$ cat config.mk
export PLATFORM = sky130hd
export DESIGN_NAME = plane_desc_walker
export DESIGN_NICKNAME = d
export VERILOG_FILES = /design/src/rtl/pdw_pkg.sv /design/src/rtl/pdw_node_fetch.sv /design/src/rtl/pdw_list_ctrl.sv /design/src/rtl/pdw_cfg_bank.sv /design/src/rtl/plane_desc_walker.sv
export SDC_FILE = /design/constraint.sdc
export NUM_CORES = 2
export LEC_CHECK = 0
export BUFFER_PORTS_ARGS = -buffer_cell sky130_fd_sc_hd__buf_2
export CORE_MARGIN = 1.5
export CORE_UTILIZATION = 50
export CTS_CLUSTER_DIAMETER = 150
export DETAILED_ROUTE_END_ITERATION = 10
export PLACE_DENSITY_LB_ADDON = 0.25
export SLEW_MARGIN = 15
export SYNTH_ARGS = -nofsm -noshare
export SYNTH_HDL_FRONTEND = slang
export SYNTH_SLANG_ARGS = --single-unit
$ cat constraint.sdc
create_clock -name clk -period 3.2 [get_ports clk]
set_clock_uncertainty 0.2 [all_clocks]
set_input_delay 0.64 -clock clk [delete_from_list [all_inputs] [get_ports clk]]
set_output_delay 0.64 -clock clk [all_outputs]
set_load 0.1 [all_outputs]
$ cat src/rtl/pdw_pkg.sv
package pdw_pkg;
  localparam int NODE_WORDS = 16;
  localparam int NODE_ALIGN = 16;
  // word positions inside a node; the walker decodes these
  localparam int W_CTRL  = 0;
  localparam int W_GAIN  = 1;
  localparam int W_ORG   = 3;
  localparam int W_END   = 4;
  localparam int W_PIX   = 5;
  localparam int W_PITCH = 6;
  localparam int W_SIZE  = 7;
  localparam int W_LINK  = 9;
  localparam int W_KEYLO = 10;
  localparam int W_KEYHI = 11;
  localparam int W_PROP  = 13;
  localparam int W_CLUT  = 15;

  typedef enum logic [2:0] {
    VS_NONE,
    VS_FETCH,
    VS_OFF,
    VS_FAULT,
    VS_DROP
  } vs_action_t;
endpackage

$ cat src/rtl/pdw_node_fetch.sv
module pdw_node_fetch #(
  parameter int AW         = 32,
  parameter int DW         = 32,
  parameter int NODE_WORDS = pdw_pkg::NODE_WORDS
) (
  input  logic                     clk,
  input  logic                     rst,
  input  logic                     start,
  input  logic [AW-1:0]            base_addr,
  output logic                     mem_rd_req,
  output logic [AW-1:0]            mem_rd_addr,
  input  logic                     mem_rd_valid,
  input  logic [DW-1:0]            mem_rd_data,
  output logic                     busy,
  output logic                     done,
  output logic [NODE_WORDS*DW-1:0] words
);
  localparam int IDX_W = $clog2(NODE_WORDS);
  localparam logic [IDX_W-1:0] LAST_IDX = IDX_W'(NODE_WORDS - 1);
  localparam logic [AW-1:0] STEP = AW'(DW / 8);

  logic [IDX_W-1:0] idx;
  logic             cap;

  assign cap = busy && mem_rd_valid;

  always_ff @(posedge clk) begin
    if (rst) begin
      busy        <= 1'b0;
      done        <= 1'b0;
      mem_rd_req  <= 1'b0;
      mem_rd_addr <= '0;
      idx         <= '0;
    end else begin
      done       <= 1'b0;
      mem_rd_req <= 1'b0;
      if (!busy && !done && start) begin
        busy        <= 1'b1;
        idx         <= '0;
        mem_rd_req  <= 1'b1;
        mem_rd_addr <= base_addr;
      end else if (cap) begin
        if (idx == LAST_IDX) begin
          busy <= 1'b0;
          done <= 1'b1;
        end else begin
          idx         <= idx + 1'b1;
          mem_rd_req  <= 1'b1;
          mem_rd_addr <= mem_rd_addr + STEP;
        end
      end
    end
  end

  // one shadow register per node word, written as its response arrives
  for (genvar g = 0; g < NODE_WORDS; g++) begin : g_shadow
    always_ff @(posedge clk) begin
      if (rst)
        words[g*DW +: DW] <= '0;
      else if (cap && idx == IDX_W'(g))
        words[g*DW +: DW] <= mem_rd_data;
    end
  end

  assert_single_outstanding_R3: assert property (@(posedge clk) disable iff (rst)
    mem_rd_req |=> !mem_rd_req);
  assert_word_aligned_R3: assert property (@(posedge clk) disable iff (rst)
    mem_rd_req |-> (mem_rd_addr[1:0] == 2'b00));
  assert_done_after_busy_R4: assert property (@(posedge clk) disable iff (rst)
    done |-> !busy && $past(busy));
endmodule

$ cat src/rtl/pdw_list_ctrl.sv
module pdw_list_ctrl #(
  parameter int AW         = 32,
  parameter int NODE_ALIGN = pdw_pkg::NODE_ALIGN
) (
  input  logic          clk,
  input  logic          rst,
  input  logic          vsync,
  input  logic          field_bottom,
  input  logic          ptr_wr_en,
  input  logic [AW-1:0] ptr_wr_data,
  input  logic          busy,
  input  logic          commit,
  input  logic [AW-1:0] link_word,
  output logic          start,
  output logic [AW-1:0] start_addr,
  output logic          go_off,
  output logic [AW-1:0] queued_ptr,
  output logic [AW-1:0] pend_addr,
  output logic          pend_field,
  output logic          overrun_flag,
  output logic          fault_flag
);
  import pdw_pkg::*;
  localparam int ALIGN_BITS = $clog2(NODE_ALIGN);

  vs_action_t act;
  logic       sw_hold;

  always_comb begin
    if (!vsync)                               act = VS_NONE;
    else if (busy)                            act = VS_DROP;
    else if (queued_ptr == '0)                act = VS_OFF;
    else if (queued_ptr[ALIGN_BITS-1:0] != '0) act = VS_FAULT;
    else                                      act = VS_FETCH;
  end

  assign start      = (act == VS_FETCH);
  assign go_off     = (act == VS_OFF) || (act == VS_FAULT);
  assign start_addr = queued_ptr;

  always_ff @(posedge clk) begin
    if (rst) begin
      queued_ptr   <= '0;
      pend_addr    <= '0;
      pend_field   <= 1'b0;
      overrun_flag <= 1'b0;
      fault_flag   <= 1'b0;
      sw_hold      <= 1'b0;
    end else begin
      if (ptr_wr_en)
        queued_ptr <= ptr_wr_data;
      else if (commit && !sw_hold)
        queued_ptr <= link_word;

      if (commit)
        sw_hold <= 1'b0;
      else if (ptr_wr_en && busy)
        sw_hold <= 1'b1;

      if (start) begin
        pend_addr  <= queued_ptr;
        pend_field <= field_bottom;
      end
      if (act == VS_DROP)  overrun_flag <= 1'b1;
      if (act == VS_FAULT) fault_flag   <= 1'b1;
    end
  end

  assert_overrun_on_busy_vsync_R10: assert property (@(posedge clk) disable iff (rst)
    (vsync && busy) |=> overrun_flag);
  assert_overrun_sticky_R10: assert property (@(posedge clk) disable iff (rst)
    overrun_flag |=> overrun_flag);
  assert_fault_sticky_R9: assert property (@(posedge clk) disable iff (rst)
    fault_flag |=> fault_flag);
  assert_no_start_while_busy_R10: assert property (@(posedge clk) disable iff (rst)
    busy |-> !start);
endmodule

$ cat src/rtl/pdw_cfg_bank.sv
module pdw_cfg_bank #(
  parameter int AW         = 32,
  parameter int DW         = 32,
  parameter int NODE_WORDS = pdw_pkg::NODE_WORDS,
  parameter int SIZE_W     = 11,
  parameter int COORD_W    = 16,
  parameter int FMT_W      = 5
) (
  input  logic                     clk,
  input  logic                     rst,
  input  logic                     commit,
  input  logic                     go_off,
  input  logic [NODE_WORDS*DW-1:0] words,
  input  logic [AW-1:0]            pend_addr,
  input  logic                     pend_field,
  output logic                     plane_on,
  output logic [FMT_W-1:0]         fmt_code,
  output logic [DW-1:0]            ctrl_word,
  output logic [DW-1:0]            alpha_gain,
  output logic [COORD_W-1:0]       org_line,
  output logic [COORD_W-1:0]       org_pix,
  output logic [COORD_W-1:0]       end_line,
  output logic [COORD_W-1:0]       end_pix,
  output logic [AW-1:0]            live_pix_addr,
  output logic [DW-1:0]            line_pitch,
  output logic [SIZE_W-1:0]        src_width,
  output logic [SIZE_W-1:0]        src_height,
  output logic [DW-1:0]            key_lo,
  output logic [DW-1:0]            key_hi,
  output logic [DW-1:0]            props_word,
  output logic [AW-1:0]            clut_addr,
  output logic [AW-1:0]            live_node_addr,
  output logic                     live_field_bottom
);
  import pdw_pkg::*;
  localparam int HALF = DW / 2;

  logic [DW-1:0] w_ctrl, w_org, w_end, w_size, w_prop;
  logic          ignore;

  assign w_ctrl = words[W_CTRL*DW +: DW];
  assign w_org  = words[W_ORG*DW  +: DW];
  assign w_end  = words[W_END*DW  +: DW];
  assign w_size = words[W_SIZE*DW +: DW];
  assign w_prop = words[W_PROP*DW +: DW];
  assign ignore = &w_prop[1:0];

  always_ff @(posedge clk) begin
    if (rst) begin
      plane_on          <= 1'b0;
      fmt_code          <= '0;
      ctrl_word         <= '0;
      alpha_gain        <= '0;
      org_line          <= '0;
      org_pix           <= '0;
      end_line          <= '0;
      end_pix           <= '0;
      live_pix_addr     <= '0;
      line_pitch        <= '0;
      src_width         <= '0;
      src_height        <= '0;
      key_lo            <= '0;
      key_hi            <= '0;
      props_word        <= '0;
      clut_addr         <= '0;
      live_node_addr    <= '0;
      live_field_bottom <= 1'b0;
    end else if (commit) begin
      plane_on          <= !ignore;
      fmt_code          <= w_ctrl[FMT_W-1:0];
      ctrl_word         <= w_ctrl;
      alpha_gain        <= words[W_GAIN*DW +: DW];
      org_line          <= w_org[HALF +: COORD_W];
      org_pix           <= w_org[COORD_W-1:0];
      end_line          <= w_end[HALF +: COORD_W];
      end_pix           <= w_end[COORD_W-1:0];
      live_pix_addr     <= words[W_PIX*DW +: AW];
      line_pitch        <= words[W_PITCH*DW +: DW];
      src_width         <= w_size[SIZE_W-1:0];
      src_height        <= w_size[HALF +: SIZE_W];
      key_lo            <= words[W_KEYLO*DW +: DW];
      key_hi            <= words[W_KEYHI*DW +: DW];
      props_word        <= w_prop;
      clut_addr         <= words[W_CLUT*DW +: AW];
      live_node_addr    <= pend_addr;
      live_field_bottom <= pend_field;
    end else if (go_off) begin
      plane_on       <= 1'b0;
      live_node_addr <= '0;
    end
  end

  assert_lit_needs_node_R8: assert property (@(posedge clk) disable iff (rst)
    plane_on |-> (live_node_addr != '0) && (live_node_addr[3:0] == 4'h0));
  assert_commit_not_off_R4: assert property (@(posedge clk) disable iff (rst)
    !(commit && go_off));
endmodule

$ cat src/rtl/plane_desc_walker.sv
module plane_desc_walker #(
  parameter int AW      = 32,
  parameter int DW      = 32,
  parameter int SIZE_W  = 11,
  parameter int COORD_W = 16,
  parameter int FMT_W   = 5
) (
  input  logic               clk,
  input  logic               rst,
  input  logic               ptr_wr_en,
  input  logic [AW-1:0]      ptr_wr_data,
  output logic [AW-1:0]      ptr_rd_data,
  output logic [AW-1:0]      live_pix_addr,
  output logic               mem_rd_req,
  output logic [AW-1:0]      mem_rd_addr,
  input  logic               mem_rd_valid,
  input  logic [DW-1:0]      mem_rd_data,
  input  logic               vsync,
  input  logic               field_bottom,
  output logic               plane_on,
  output logic [FMT_W-1:0]   fmt_code,
  output logic [DW-1:0]      ctrl_word,
  output logic [DW-1:0]      alpha_gain,
  output logic [COORD_W-1:0] org_line,
  output logic [COORD_W-1:0] org_pix,
  output logic [COORD_W-1:0] end_line,
  output logic [COORD_W-1:0] end_pix,
  output logic [DW-1:0]      line_pitch,
  output logic [SIZE_W-1:0]  src_width,
  output logic [SIZE_W-1:0]  src_height,
  output logic [DW-1:0]      key_lo,
  output logic [DW-1:0]      key_hi,
  output logic [DW-1:0]      props_word,
  output logic [AW-1:0]      clut_addr,
  output logic [AW-1:0]      live_node_addr,
  output logic               live_field_bottom,
  output logic               fetch_busy,
  output logic               overrun_flag,
  output logic               ptr_fault_flag
);
  import pdw_pkg::*;
  localparam int NW = NODE_WORDS;

  logic             f_busy, f_done, start, go_off, pend_field;
  logic [AW-1:0]    start_addr, pend_addr;
  logic [NW*DW-1:0] words;

  assign fetch_busy = f_busy | f_done;

  pdw_list_ctrl #(.AW(AW), .NODE_ALIGN(NODE_ALIGN)) u_ctrl (
    .clk(clk), .rst(rst), .vsync(vsync), .field_bottom(field_bottom),
    .ptr_wr_en(ptr_wr_en), .ptr_wr_data(ptr_wr_data), .busy(fetch_busy),
    .commit(f_done), .link_word(words[W_LINK*DW +: AW]),
    .start(start), .start_addr(start_addr), .go_off(go_off),
    .queued_ptr(ptr_rd_data), .pend_addr(pend_addr), .pend_field(pend_field),
    .overrun_flag(overrun_flag), .fault_flag(ptr_fault_flag)
  );

  pdw_node_fetch #(.AW(AW), .DW(DW), .NODE_WORDS(NW)) u_fetch (
    .clk(clk), .rst(rst), .start(start), .base_addr(start_addr),
    .mem_rd_req(mem_rd_req), .mem_rd_addr(mem_rd_addr),
    .mem_rd_valid(mem_rd_valid), .mem_rd_data(mem_rd_data),
    .busy(f_busy), .done(f_done), .words(words)
  );

  pdw_cfg_bank #(.AW(AW), .DW(DW), .NODE_WORDS(NW), .SIZE_W(SIZE_W),
                 .COORD_W(COORD_W), .FMT_W(FMT_W)) u_bank (
    .clk(clk), .rst(rst), .commit(f_done), .go_off(go_off), .words(words),
    .pend_addr(pend_addr), .pend_field(pend_field),
    .plane_on(plane_on), .fmt_code(fmt_code), .ctrl_word(ctrl_word),
    .alpha_gain(alpha_gain), .org_line(org_line), .org_pix(org_pix),
    .end_line(end_line), .end_pix(end_pix), .live_pix_addr(live_pix_addr),
    .line_pitch(line_pitch), .src_width(src_width), .src_height(src_height),
    .key_lo(key_lo), .key_hi(key_hi), .props_word(props_word),
    .clut_addr(clut_addr), .live_node_addr(live_node_addr),
    .live_field_bottom(live_field_bottom)
  );

  assert_cfg_frozen_R4: assert property (@(posedge clk) disable iff (rst)
    (fetch_busy && $past(fetch_busy)) |-> ($stable(live_pix_addr) &&
      $stable(live_node_addr) && $stable(ctrl_word) && $stable(plane_on)));
  assert_busy_quiet_port_R3: assert property (@(posedge clk) disable iff (rst)
    mem_rd_req |-> fetch_busy);
endmodule

Word level (Yosys, flattened, before mapping)
Index checks and enable logic that the tools add are counted.
{"block": "classes", "reduce_logical": 36, "addsub": 2, "muxes": 20, "n_bitwise": 3, "eq_ne": 16}
{"op": "$mux 32", "count": 7}
{"op": "$add 32x3->32 const B", "count": 1}
{"op": "$logic_not 32->1", "count": 1}
{"op": "$eq 4x4->1 const B", "count": 5}
{"op": "$logic_and 1x1->1", "count": 17}
{"op": "$eq 4x3->1 const B", "count": 4}
{"op": "$mux 1", "count": 9}
{"op": "$mux 3", "count": 3}
{"op": "$reduce_and 2->1", "count": 4}
{"op": "$reduce_bool 2->1", "count": 4}
{"op": "$eq 3x2->1 const B", "count": 2}
{"op": "$add 4x1->4 const B", "count": 1}
{"op": "$eq 4x1->1 const B", "count": 1}
{"op": "$eq 4x2->1 const B", "count": 1}
{"op": "$logic_not 1->1", "count": 4}
{"op": "$logic_not 4->1", "count": 1}
{"op": "$reduce_bool 4->1", "count": 1}
{"op": "$reduce_or 2->1", "count": 2}
{"op": "$eq 3x1->1 const B", "count": 1}
{"op": "$eq 3x3->1 const B", "count": 1}
{"op": "$reduce_or 3->1", "count": 1}
{"op": "$mux 2", "count": 1}
{"op": "$ne 2x1->1 const B", "count": 1}
{"op": "$not 1->1", "count": 2}
{"op": "2 further kinds", "count": 2}
{"block": "totals", "regBits": 867, "elab_cells": 118}

Depth between registers and ports, before layout
{"block": "depth", "depth_word": 9, "mapped_depth": 8, "mapped_depth_nobuf": 6}

Cells and area by module
A second synthesis with hierarchy kept.
{"block": "unflattened", "hier_cells": 4233, "area_unflattened_um2": 36981.7}
{"module": "pdw_node_fetch", "cells_each": 2562, "area_per_inst_um2": 19727.7, "seq_area_each_um2": 11030.6, "n_inst": 1}
{"module": "pdw_cfg_bank", "cells_each": 1259, "area_per_inst_um2": 13598.0, "seq_area_each_um2": 7527.2, "n_inst": 1}
{"module": "pdw_list_ctrl", "cells_each": 411, "area_per_inst_um2": 3649.8, "seq_area_each_um2": 1361.3, "n_inst": 1}
{"module": "plane_desc_walker", "cells_each": 1, "area_per_inst_um2": 6.3, "seq_area_each_um2": 0.0, "n_inst": 1}

Least setup slack after synthesis
OpenSTA, ideal clock, no wires.
{"block": "synth_path", "path_type": "flip-flop to flip-flop", "from": "register u_fetch.mem_rd_addr[6]", "to": "register u_fetch.mem_rd_addr[29]", "setup_slack_ns": 0.244, "stages_incl_launch_ff": 6, "setup_time_ns": 0.091, "path_buffers": 0, "arrival_ns": 2.665, "t_required_ns": 2.909, "path_cell_list": "dfxtp_1 -> nand3_1 -> nor4b_4 -> nand3_2 -> or4_1 -> a311oi_1"}
{"block": "synth_between", "elab_chain_len": 4}
{"element": "start: declaration", "line": "pdw_node_fetch.sv:11", "rtl": "output logic [AW-1:0] mem_rd_addr,"}
{"element": "start signal: assignment", "line": "pdw_node_fetch.sv:41", "rtl": "mem_rd_addr <= base_addr;"}
{"element": "start signal: assignment", "line": "pdw_node_fetch.sv:49", "rtl": "mem_rd_addr <= mem_rd_addr + STEP;"}
{"element": "$add 32x3->32", "line": "pdw_node_fetch.sv:49"}
{"element": "$mux 32", "line": "pdw_node_fetch.sv:43", "rtl": "if (idx == LAST_IDX) begin"}
{"element": "$mux 32", "line": "pdw_node_fetch.sv:42", "rtl": "end else if (cap) begin"}
{"element": "$mux 32", "line": "pdw_node_fetch.sv:37", "rtl": "if (!busy && !done && start) begin"}
Every way passes these cells. The select of a mux whose other input is x is not followed.
A chain may end at the register's enable or synchronous reset.

Final worst setup path
{"block": "layout_path", "from": "register u_fetch.busy", "to": "output port fetch_busy"}
{"block": "layout_between", "elab_chain_len": 1}
{"element": "start: declaration", "line": "pdw_node_fetch.sv:14", "rtl": "output logic busy,"}
{"element": "start signal: assignment", "line": "pdw_node_fetch.sv:29", "rtl": "busy <= 1'b0;"}
{"element": "start signal: assignment", "line": "pdw_node_fetch.sv:38", "rtl": "busy <= 1'b1;"}
{"element": "start signal: assignment", "line": "pdw_node_fetch.sv:44", "rtl": "busy <= 1'b0;"}
{"element": "$or 1x1->1", "line": "plane_desc_walker.sv:48", "rtl": "assign fetch_busy = f_busy | f_done;"}
{"element": "end: declaration", "line": "plane_desc_walker.sv:37", "rtl": "output logic fetch_busy,"}
Every way passes these cells.

==> run_results.csv <==
group,metric,value,unit
critical_path,crit_start,"u_fetch.busy$_SDFFE_PP0P_",
clock_tree,path_clk_slew,60,ps
yosys,netlist_instances,3460,
clock_tree,insertion_delay,630,ps
sta,fin_crit_sh,84.2,%
grt,antenna_found_initial,2,
clock_tree,post_cts_buffers,0,
detailed_routing,antenna_left,0,
yosys,ys_ff_latch,857,
yosys,async_flop_share,0,%
yosys,yosysWarnings,0,
yosys,synth_edf_count,0,
power_and_ir_drop,power.leakage,14.2,nW
power_and_ir_drop,clkPwrFrac,46.7,%
cells_and_area,instances_no_fill,4684,
power_and_ir_drop,p_seq_share,48.2,%
clock_tree,clock-root-buffer,"clkbuf_16",
floorplan,boundaryPins,519,
cells_and_area,syn_to_final_growth,19.6,%
detailed_routing,wl_per_cell,20.6,um
clock_tree,ctsResizeCount,0,
detailed_routing,drtIter0Drc,2344,
clock_tree,clock_sink_count,857,
clock_tree,clockBufferDepth,3,
floorplan,start_util,50.6,%
run,max_cap_viol_count,0,
floorplan,dieArea,62700,sq um
critical_path,critPathMaxFanout,10,
critical_path,slowest_delay,330,ps
floorplan,die_w,250,um
yosys,synth.cell_area,30600,sq um
critical_path,r2r_start,"u_ctrl.queued_ptr[13]$_SDFFE_PP0P_",
detailed_routing,drt_wl_total,96.4,mm
clock_tree,htree_num_levels,3,
detailed_routing,wl_met2,45.2,mm
yosys,yosysSeqAreaShare,56.1,%
power_and_ir_drop,sw_frac_of_total,23.4,%
critical_path,cp_top_family,"buffers and inverters",
clock_tree,cts_tree,"done",
critical_path,crit_path_end_kind,"output port",
placed_design,place_congestion,0.905,
critical_path,slowest_stage,"nor2_1",
detailed_routing,wl_met3,6.55,mm
critical_path,cp.required,2360,ps
detailed_routing,via_count,25200,
yosys,synth_flop_cell,"dfxtp_1",
cells_and_area,fin_area,36600,sq um
cells_and_area,most-common-layout-cells,"856 x dfxtp_1, 836 x nand2_1, 517 x buf_2, 443 x a21oi_1, 434 x nor2_1",
detailed_routing,wl_met1,41.2,mm
cells_and_area,drive_gt1_share,18.7,%
power_and_ir_drop,power_switching,5.25,mW
cells_and_area,fin_nets,3911,
sta,fin_crit,2690,ps
critical_path,critical_path_class,"reg2out",
sta,rsz0062_at_grt,"no",
detailed_routing,firstDrtPassIters,5,
sta,finalMaxSlewViolations,0,
critical_path,timing.critical_path.buf_inv,3,
min_path,hp-start,"ptr_wr_data[2]",
sta,slew_headroom,29.5,%
detailed_routing,top_layer_used,"met5",
cells_and_area,final_common_cell,"dfxtp_1",
detailed_routing,via_per_inst,5.37,
placed_design,io_buffers,518,
clock_tree,cts_made_buffers,86,
grt,grt_pass1_wl,142,mm
power_and_ir_drop,p_comb_share,5.1,%
critical_path,arrival,1850,ps
sta,max_freq,371,MHz
critical_path,startpoint_type,"register",
grt,grt-ovfl-total,0,
sta,hold_ws,46.8,ps
status,status,"completed",
grt,grt_pass1_vias,22500,
min_path,hold_class,"in2reg",
grt,grt_max_degree,200,
critical_path,r2r_setup_slack,740,ps
detailed_routing,route.detailed.drc,0,
grt,globalRouteTotalUtil,29.7,%
floorplan,core_area,60500,sq um
yosys,synth_fp_nets,3535,
power_and_ir_drop,internal_power,17.2,mW
placed_design,dp_hpwl,59.7,mm
sta,worst_slew_pin_slew,1060,ps
clock_tree,cts_hold_buf,0,
power_and_ir_drop,ir_drop,0.405,mV
placed_design,dp.cells,4530,
yosys,synthDistinctLibCells,46,
power_and_ir_drop,power_density,613,nW/um^2
floorplan,rows,90,
placed_design,placed_cell_area,33600,sq um
floorplan,fp.dieH,250,um
sta,finalSetupViolations,0,
sta,final_hold_viol_count,0,
critical_path,path_cells,"buf_4 > nor2_1 > inv_1 > buf_2",
yosys,avgSynthCellArea,8.84,sq um
sta,final.setup.tns,0,ps
## layout make-up
class	count	area, sq um
fillers	5231	23900
clock buffers	124	2550
clock inverters	29	413
well taps	782	978
repair buffers	573	3130
flip-flops and latches	857	17200
diodes	1	2.50
inverters	9	33.8
multi-input cells	2309	12300
## cell families (layout without fill, tap and decap cells)
group           count (synthesis)  count (layout)  synth area share, %
xor+xnor                       11              11                0.315
fa+ha+maj                       5               5                0.204
flops                         857             857                 56.1
compound gates                527             527                 9.41
simple gates                 1389            1389                 18.0
mux                           377             377                 12.3
buf+inv                       294             735                 3.67
other cells                     0               1                    0
## through the flow
stage	power, mW	util [%]	setup WS [ps]
5_1_grt	23.0	60.5	443
3_3_place_gp	12.2	55.6	725
4_1_cts	22.5	60.5	497
3_5_place_dp	12.2	55.6	663
2_1_floorplan	11.8	-	244
6_report	22.4	60.5	507
## synthesized netlist by cell type (2+ instances only)
cell,count,area [sq um]
a311oi_1,5,43.8
and4_1,2,17.5
nand2_1,836,3140
inv_1,9,33.8
nand3_2,2,20.0
nor2b_1,7,43.8
a41oi_1,2,17.5
buf_4,5,37.5
o211ai_1,6,45.0
xnor2_1,6,52.6
o21ai_0,4,20.0
dfxtp_1,857,17200
o22ai_1,2,12.5
nor3_1,5,25.0
mux2i_1,377,3770
or3_1,9,56.3
and3_1,11,68.8
a21oi_1,444,2220
clkbuf_1,246,923
a21boi_0,2,15.0
a31oi_1,13,81.3
nand2b_1,4,25.0
a22o_1,33,289
ha_1,5,62.6
or2_2,3,18.8
xor2_1,5,43.8
and2_1,14,87.6
o32a_1,2,20.0
a211oi_1,6,45.0
or4_1,3,22.5
nand4_1,17,106
buf_1,33,124
nand3_1,27,135
nor2_1,436,1640
nor4_1,11,68.8
## flip-flops by register name, summed over array words and instances, names as in the netlist, 4 cells and up
signal and cells:
u_fetch.words 374, u_bank.alpha_gain 32, u_bank.clut_addr 32, u_bank.key_hi 32
u_bank.key_lo 32, u_bank.line_pitch 32, u_bank.live_node_addr 32, u_bank.live_pix_addr 32
u_bank.props_word 32, u_ctrl.pend_addr 32, u_ctrl.queued_ptr 32, u_fetch.mem_rd_addr 32
u_bank.ctrl_word 28, u_bank.end_line 16, u_bank.end_pix 16, u_bank.org_line 16
u_bank.org_pix 16, u_bank.src_height 11, u_bank.src_width 11, u_bank.fmt_code 4
u_fetch.idx 4
## routing by layer
layer / global-route usage, % / up-vias
li1: - / 12200
met1: 40.0 / 11900
met2: 48.2 / 910
met3: 4.79 / 162
met4: 10.9 / 2
met5: 0 / -
## worst reg2reg max path, delay by kind of cell (launching register included)
family | cells | cell delay [ps]
and+or+nand+nor | 2 | 720
buffers and inverters | 1 | 310
AOI/OAI and AO/OA | 3 | 740
DFF | 1 | 390
## final timing paths
check / end / cells past startpoint
max reg2reg: u_bank.plane_on$_SDFFE_PP0P_ / 6
max: fetch_busy / 4
min: u_ctrl.queued_ptr[2]$_SDFFE_PP0P_ / 3
min reg2reg: u_ctrl.pend_addr[13]$_SDFFE_PP0N_ / 2
## power groups by stage
stage | logic, mW | clock network [mW] | registers, mW
after floorplan | 0.414 | 0 | 11.4
after global placement | 1.14 | 0 | 11.1
after detailed placement | 1.14 | 0 | 11.1
after CTS | 1.14 | 10.6 | 10.8
after global routing | 1.19 | 11.0 | 10.8
final | 1.15 | 10.5 | 10.8
(Power assumes the default switching activity.)
